File: config.mk
export PLATFORM = sky130hd
export DESIGN_NAME = sysmv_array
export DESIGN_NICKNAME = d
export VERILOG_FILES = /design/src/rtl/mv_pkg.sv /design/src/rtl/mv_skew.sv /design/src/rtl/mv_cell.sv /design/src/rtl/sysmv_array.sv
export SDC_FILE = /design/constraint.sdc
export NUM_CORES = 1
export LEC_CHECK = 0
export BUFFER_PORTS_ARGS = -buffer_cell sky130_fd_sc_hd__buf_2
export CAP_MARGIN = 15
export CORE_MARGIN = 5
export CORE_UTILIZATION = 55
export CTS_CLUSTER_DIAMETER = 100
export DETAILED_ROUTE_END_ITERATION = 8
export HOLD_SLACK_MARGIN = 0.08
export PLACE_DENSITY = 0.82
export SYNTH_ARGS = -nofsm -noshare
export SYNTH_HDL_FRONTEND = slang
export SYNTH_SLANG_ARGS = --single-unit
File: constraint.sdc
create_clock -name clk -period 5.2 [get_ports clk]
set_input_delay 0.26 -clock clk [delete_from_list [all_inputs] [get_ports clk]]
set_output_delay 0.26 -clock clk [all_outputs]
set_load 0.01 [all_outputs]
File: src/rtl/mv_pkg.sv
package mv_pkg;

  // Result width that cannot overflow for n signed dw-bit products summed.
  function automatic int acc_width(input int dw, input int n);
    return 2 * dw + $clog2(n);
  endfunction

endpackage

File: src/rtl/mv_skew.sv
// Delays column j of each incoming row by j cycles so the row reaches
// the cells as a diagonal wavefront.
module mv_skew #(
  parameter int N  = 4,
  parameter int DW = 8
) (
  input  logic            clk,
  input  logic            rst_n,
  input  logic [N*DW-1:0] row_data,
  output logic [N*DW-1:0] skew_data
);

  for (genvar j = 0; j < N; j++) begin : g_col
    if (j == 0) begin : g_direct
      assign skew_data[DW-1:0] = row_data[DW-1:0];
    end else begin : g_delay
      logic [DW-1:0] dly_q [j];
      logic [DW-1:0] dly_d [j];

      always_comb begin
        dly_d[0] = row_data[j*DW +: DW];
        for (int k = 1; k < j; k++) dly_d[k] = dly_q[k-1];
      end

      always_ff @(posedge clk or negedge rst_n) begin
        if (!rst_n) begin
          for (int k = 0; k < j; k++) dly_q[k] <= '0;
        end else begin
          for (int k = 0; k < j; k++) dly_q[k] <= dly_d[k];
        end
      end

      assign skew_data[j*DW +: DW] = dly_q[j-1];
    end
  end

endmodule

File: src/rtl/mv_cell.sv
// One systolic cell: holds a stationary vector element and adds its
// product with the arriving matrix element to the passing partial sum.
module mv_cell #(
  parameter int DW   = 8,
  parameter int ACCW = 18
) (
  input  logic            clk,
  input  logic            rst_n,
  input  logic            x_load,
  input  logic [DW-1:0]   x_in,
  input  logic [DW-1:0]   a_in,
  input  logic            vld_in,
  input  logic [ACCW-1:0] psum_in,
  output logic            vld_out,
  output logic [ACCW-1:0] psum_out
);

  logic [DW-1:0]          x_q;
  logic [ACCW-1:0]        psum_q;
  logic                   vld_q;
  logic signed [2*DW-1:0] prod;
  logic signed [ACCW-1:0] prod_ext;
  logic [ACCW-1:0]        psum_d;

  always_comb begin
    prod     = $signed(a_in) * $signed(x_q);
    prod_ext = ACCW'(prod);
    psum_d   = psum_in + prod_ext;
  end

  always_ff @(posedge clk or negedge rst_n) begin
    if (!rst_n) begin
      x_q    <= '0;
      psum_q <= '0;
      vld_q  <= 1'b0;
    end else begin
      vld_q <= vld_in;
      if (vld_in) psum_q <= psum_d;
      if (x_load) x_q    <= x_in;
    end
  end

  assign vld_out  = vld_q;
  assign psum_out = psum_q;

  AST_CELL_HOLD: assert property (@(posedge clk) disable iff (!rst_n)
    !vld_in |=> $stable(psum_out));

  AST_X_CAPTURE: assert property (@(posedge clk) disable iff (!rst_n)
    x_load |=> (x_q == $past(x_in)));

  AST_X_STATIONARY: assert property (@(posedge clk) disable iff (!rst_n)
    !x_load |=> $stable(x_q));

endmodule

File: src/rtl/sysmv_array.sv
module sysmv_array
  import mv_pkg::*;
#(
  parameter  int N    = 4,
  parameter  int DW   = 8,
  localparam int ACCW = acc_width(DW, N)
) (
  input  logic            clk,
  input  logic            rst_n,
  input  logic            x_load,
  input  logic [N*DW-1:0] x_data,
  input  logic            row_valid,
  input  logic [N*DW-1:0] row_data,
  output logic            y_valid,
  output logic [ACCW-1:0] y_data
);

  localparam int CNTW = $clog2(N + 1) + 1;

  logic [N*DW-1:0] skew_data;
  logic [ACCW-1:0] psum [N+1];
  logic            vld  [N+1];

  mv_skew #(.N(N), .DW(DW)) skew_i (
    .clk       (clk),
    .rst_n     (rst_n),
    .row_data  (row_data),
    .skew_data (skew_data)
  );

  assign psum[0] = '0;
  assign vld[0]  = row_valid;

  for (genvar j = 0; j < N; j++) begin : g_cell
    mv_cell #(.DW(DW), .ACCW(ACCW)) cell_i (
      .clk      (clk),
      .rst_n    (rst_n),
      .x_load   (x_load),
      .x_in     (x_data[j*DW +: DW]),
      .a_in     (skew_data[j*DW +: DW]),
      .vld_in   (vld[j]),
      .psum_in  (psum[j]),
      .vld_out  (vld[j+1]),
      .psum_out (psum[j+1])
    );
  end

  assign y_valid = vld[N];
  assign y_data  = psum[N];

  // Occupancy tracker used only by the checks below.
  logic [CNTW-1:0] inflight_q;
  logic [CNTW-1:0] inflight_d;

  always_comb begin
    inflight_d = inflight_q + CNTW'(row_valid) - CNTW'(y_valid);
  end

  always_ff @(posedge clk or negedge rst_n) begin
    if (!rst_n) inflight_q <= '0;
    else        inflight_q <= inflight_d;
  end

  AST_RESET_IDLE: assert property (@(posedge clk)
    !rst_n |-> (!y_valid && (y_data == '0)));

  AST_NO_ORPHAN: assert property (@(posedge clk) disable iff (!rst_n)
    y_valid |-> (inflight_q != '0));

  AST_INFLIGHT_MAX: assert property (@(posedge clk) disable iff (!rst_n)
    inflight_q <= CNTW'(N));

  AST_OUT_HOLD: assert property (@(posedge clk) disable iff (!rst_n)
    !y_valid |-> $stable(y_data));

endmodule

Word-level counts from Yosys, hierarchy flattened
Index checks and enable logic that the tools add are counted.
{ "word_totals": {"romBits": 0, "latchBits": 0, "memories": 0, "reg_bits": 154, "elab_cells": 25, "input_bits": 68, "ramBits": 0, "output_inout_bits": 19} }
{ "op_classes": {"eq_ne": 0, "n_shift": 0, "mux": 0, "reduce_logical": 0, "n_addsub": 3, "multipliers": 4, "div_mod_pow": 0, "n_lt_le_gt_ge": 0, "bitwise": 0} }
{ "op_table": {"columns": ["operator", "n"], "rows": [
  ["8-bit by 8-bit multiplier with 16-bit output", 4],
  ["18-bit adder", 2],
  ["16-bit by 16-bit adder with 17-bit output", 1]
]} }

Longest topological paths before layout
{ "depth": {"depth_word": 2, "depth_mapped": 25, "mapped_depth_nobuf": 25} }

Modules after synthesis
From an unflattened synthesis, not the netlist that was laid out.
{ "unflattened": {"cells_unflattened": 1885, "hier_area_um2": 18368.9} }
{ "modules_own_cells": {"columns": ["module", "n_inst", "cells_each", "seq_area_each_um2", "area_each_um2"], "rows": [
  ["mv_cell (g_cell[1].cell_i)", 1, 473, 675.6, 4316.6],
  ["mv_cell (g_cell[2].cell_i)", 1, 458, 675.6, 4309.1],
  ["mv_cell (g_cell[0].cell_i)", 1, 452, 675.6, 4271.6],
  ["mv_cell (g_cell[3].cell_i)", 1, 445, 675.6, 4206.5],
  ["mv_skew", 1, 56, 1201.2, 1261.2],
  ["sysmv_array", 1, 1, 0.0, 3.8]
]} }

Least setup slack after synthesis
OpenSTA, ideal clock, no wires.
{ "synth_timing": {"path_type": "register to register", "from": "register skew_i.g_col[3].g_delay.dly_q, in the netlist skew_i.skew_data[29]", "to": "register g_cell[3].cell_i.psum_q[17]", "path_stages_with_launch": 25, "setup_slack_ns": -0.454, "arrival_time_ns": 5.529, "n_path_buf": 0, "period_less_slack_ns": 5.654, "t_required_ns": 5.075, "setup_time_ns": 0.125, "path_cell_list": "dfrtp_1 and2_1 fa_1 inv_1 fa_1 inv_1 fa_1 inv_1 fa_1 inv_1 ha_1 o21ai_1 o21bai_1 o31a_1 a41o_1 nor2_1 xnor2_1 ha_1 a21o_1 a21o_1 or3_1 o221ai_1 a21oi_1 xnor2_1 mux2_4"} }
{ "synth_between": {"elab_chain_cells": 2} }
{ "synth_lines": {"columns": ["element", "line_no", "source"], "rows": [
  ["start: declaration", "mv_skew.sv:17", "logic [DW-1:0] dly_q [j];"],
  ["8-bit by 8-bit multiplier with 16-bit output", "mv_cell.sv:26", "prod = $signed(a_in) * $signed(x_q);"],
  ["18-bit adder", "mv_cell.sv:28", "psum_d = psum_in + prod_ext;"],
  ["end signal: assignment", "mv_cell.sv:38", "if (vld_in) psum_q <= psum_d;"],
  ["end: declaration", "mv_cell.sv:19", "logic [ACCW-1:0] psum_q;"]
]} }
Every way passes these cells.
A chain may end at the register's enable or synchronous reset.

Worst setup path in the final report
{ "layout_timing": {"from": "register g_cell[3].cell_i.x_q[0]", "to": "register g_cell[3].cell_i.psum_q[17]"} }
{ "layout_between": {"elab_chain_cells": 2} }
{ "layout_lines": {"columns": ["element", "line_no", "source"], "rows": [
  ["start: declaration", "mv_cell.sv:18", "logic [DW-1:0] x_q;"],
  ["start signal: assignment", "mv_cell.sv:39", "if (x_load) x_q <= x_in;"],
  ["8-bit by 8-bit multiplier with 16-bit output", "mv_cell.sv:26", null],
  ["18-bit adder", "mv_cell.sv:28", null]
]} }
Every way passes these cells.

==> flow_summary.ini <==
[worst_setup_path]
r2r_cells = 24
critPathArrivalTime_ns = 5.99
criticalPathCategory = flip-flop to flip-flop
setup.worst_path.end_class = flip-flop
path_max_fanout = 5
reg2reg_to = g_cell[3].cell_i.psum_out[17]
required_ns = 5.52
r2r_setup_slack_ns = -0.47
start_kind = flip-flop
r2r-start = g_cell[3].cell_i.x_q[0]

[placement]
port-buffer-count = 86
place_ws_ns = -0.544
place_area_sq_um = 18700
globalplace.congestion = 0.896
dp_hpwl_mm = 29.3

[routing]
wl_met2_mm = 21.9
drc = 0
drt_pre_antenna_iters = 5
num_vias = 12548
wl_per_cell_um = 17.3
met3_length_mm = 1.69
viasPerCell = 5.35
m1WireLength_mm = 15.4
ant_nets = 0
drt-total-wl_mm = 40.6
first_iter_violations = 584
maxUsedRoutingLayer = met4

[finish]
nFillCells = 1937
area_delta_synth_final_pct = 24.1
drive_above_1_share_pct = 24.6
diodes = 0
area.sequential_sq_um = 3840
multi_input_area_sq_um = 12300
final_nets = 2415
final_area_sq_um = 20800

[floorplanning]
die_area_sq_um = 34000
core_sq_um = 29900
start_util_pct = 56.0
io-pin-count = 87
die_y_um = 184
die_w_um = 184
row_count = 63

[cts]
path_clk_slew_ns = 0.07
h-tree-depth = 4
root_buffer = clkbuf_16
numCtsBuffers = 17
clk_latency_ns = 0.44
clock_sinks = 153
cts_tree = done
clock_path_buffers = 2

[synth]
synth_fp_nets = 2108
yosysMostFrequentCell = inv_1
ys_warn_count = 0
ys_top_cells_by_count = inv_1, fa_1, ha_1, dfrtp_1, and2_1
synth-async-reset-ratio_pct = 100
synth_cells = 1637
synth_edf_count = 0
yosys.area.top_type = fa_1
synth-main-ff-cell = dfrtp_1
ys_seq_elements = 153
synth.distinct_cells = 52
syn_area_sq_um = 16700
yosysTopAreaCellShare_pct = 29.1
synthTopCellsByArea = fa_1, dfrtp_1, ha_1
synth_area_per_cell_sq_um = 10.2
yosysSeqAreaShare_pct = 22.9

[timing]
min_period_over_period_pct = 109
hold_viol = 0
drv_slew = 0
skew_ns = 0.0132
rsz0062_at_grt = yes
relSlewSlack_pct = 34.3
holdWs_ns = 0.103
setup_viol = 13
max_slew.worst_pin.slew_ns = 0.985
fmax_mhz = 176
setup_slack_ns = -0.473
min_period_ns = 5.67

[job]
drv_cap = 0

[outcome]
violations = setup timing
outcome = complete, but fails checks

[min_path]
min_to = g_cell[1].cell_i.x_q[1]
min_from = x_data[9]
hold_class = primary input to flip-flop
holdPathStages = 2

[global_route]
grt_pass1_wl_mm = 66.0
grt_pass1_vias = 13867
grt_overflow = 0
grt_usage_pct = 24.0
antenna_found_initial = 0
grt_max_degree = 91
[cell families (layout without fill, tap and decap cells)]
family	after synthesis	count (layout)	synth area share (%)
flip-flops	153	153	22.9
AND/OR/NAND/NOR	382	382	11.7
AO/OA/AOI/OAI	184	184	6.96
multiplexers	67	67	4.53
buffers and inverters	356	676	7.98
adder cells (fa/ha/maj)	403	403	41.0
XOR/XNOR	92	92	4.90
[flip-flops by register name, indices dropped and copies added, names as in the netlist]
signal                      cells
g_cell.cell_i.x_q              32
skew_i.g_col.g_delay.dly_d     24
g_cell.cell_i.psum_out         69
g_cell.cell_i.vld_out           4
skew_i.g_col.g_delay.dly_q      8
skew_i.skew_data               16
[final cells by class]
type,count,area share [%]
Timing Repair Buffer,308,10.9
Sequential cell,153,18.5
Tap cell,390,2.35
Inverter,336,6.07
Multi-Input combinational cell,1128,59.0
Clock inverter,14,1.02
Clock buffer,18,2.11
[placed cells by master (no fill, tap or decap), types with 5 or more instances in the layout]
master / instances
inv_1: 326
fa_1: 240
buf_4: 159
dfrtp_1: 144
ha_1: 143
and2_1: 138
nand2_1: 102
buf_2: 85
xnor2_1: 67
mux2_2: 62
nor2_1: 55
dlygate4sd3_1: 53
a21oi_1: 41
o21ai_0: 32
a21o_1: 24
nand2b_1: 24
a21oi_2: 23
clkbuf_16: 17
ha_4: 12
o21bai_1: 11
buf_6: 11
inv_2: 10
nor2b_1: 10
xor2_1: 10
and2_4: 9
dfrtp_2: 9
xnor2_2: 8
nand3_1: 8
nor3_1: 8
o21ai_2: 7
xnor2_4: 5
mux2_4: 5
ha_2: 5
[critical path: stages, from the launching register on]
cell	delay (ns)
dfrtp_1	0.43
and2_4	0.19
fa_1	0.51
inv_2	0.04
fa_1	0.49
inv_2	0.04
fa_1	0.53
inv_1	0.05
fa_1	0.49
inv_2	0.05
ha_4	0.23
o21ai_2	0.07
o21bai_2	0.10
o31a_1	0.26
a41o_1	0.20
nor2_2	0.12
xnor2_1	0.12
ha_1	0.27
a21o_1	0.18
a21o_1	0.16
or3_1	0.33
o221ai_2	0.20
a21oi_2	0.09
xnor2_1	0.13
mux2_4	0.26
[routing by layer]
layer	vias to the layer above	GRT usage [%]
li1	5722	-
met2	359	44.9
met4	0	8.52
met5	-	0
met1	6343	28.0
met3	124	3.69
[metrics by stage]
stage	setup TNS [ns]	cells	utilization (%)
after floorplan	-0.286	1637	-
after global placement	-1.65	2232	62.6
after detailed placement	-3.05	2232	62.6
after CTS	-1.75	2331	68.0
after global routing	-5.49	2347	69.5
final	-2.34	2347	69.5
[worst max path at each step]
stage / from / end / slack (ns) / cells past startpoint
detailed placement: skew_i.skew_data[27] / g_cell[3].cell_i.psum_out[17] / -0.54 / 23
finish: g_cell[3].cell_i.x_q[0] / g_cell[3].cell_i.psum_out[17] / -0.47 / 24
global route: g_cell[3].cell_i.x_q[0] / g_cell[3].cell_i.psum_out[17] / -0.73 / 24
CTS: skew_i.skew_data[29] / g_cell[3].cell_i.psum_out[17] / -0.39 / 24
floorplan: skew_i.skew_data[29] / g_cell[3].cell_i.psum_out[17] / -0.29 / 24
global placement: g_cell[3].cell_i.x_q[1] / g_cell[3].cell_i.psum_out[17] / -0.38 / 24
[timing repair]
action | 4_1_cts | 5_1_grt
setup endpoints to repair | 14 | 22
cloned | 0 | 0
gates resized for setup | 69 | 77
hold buffers | 53 | 0
pin swaps | 48 | 66
hold endpoints to repair | 141 | 0
setup buffers | 18 | 19
Power is left out: the tool's default activity adds up to more than one toggle a clock period on the data nets, which glitch-free logic cannot reach.
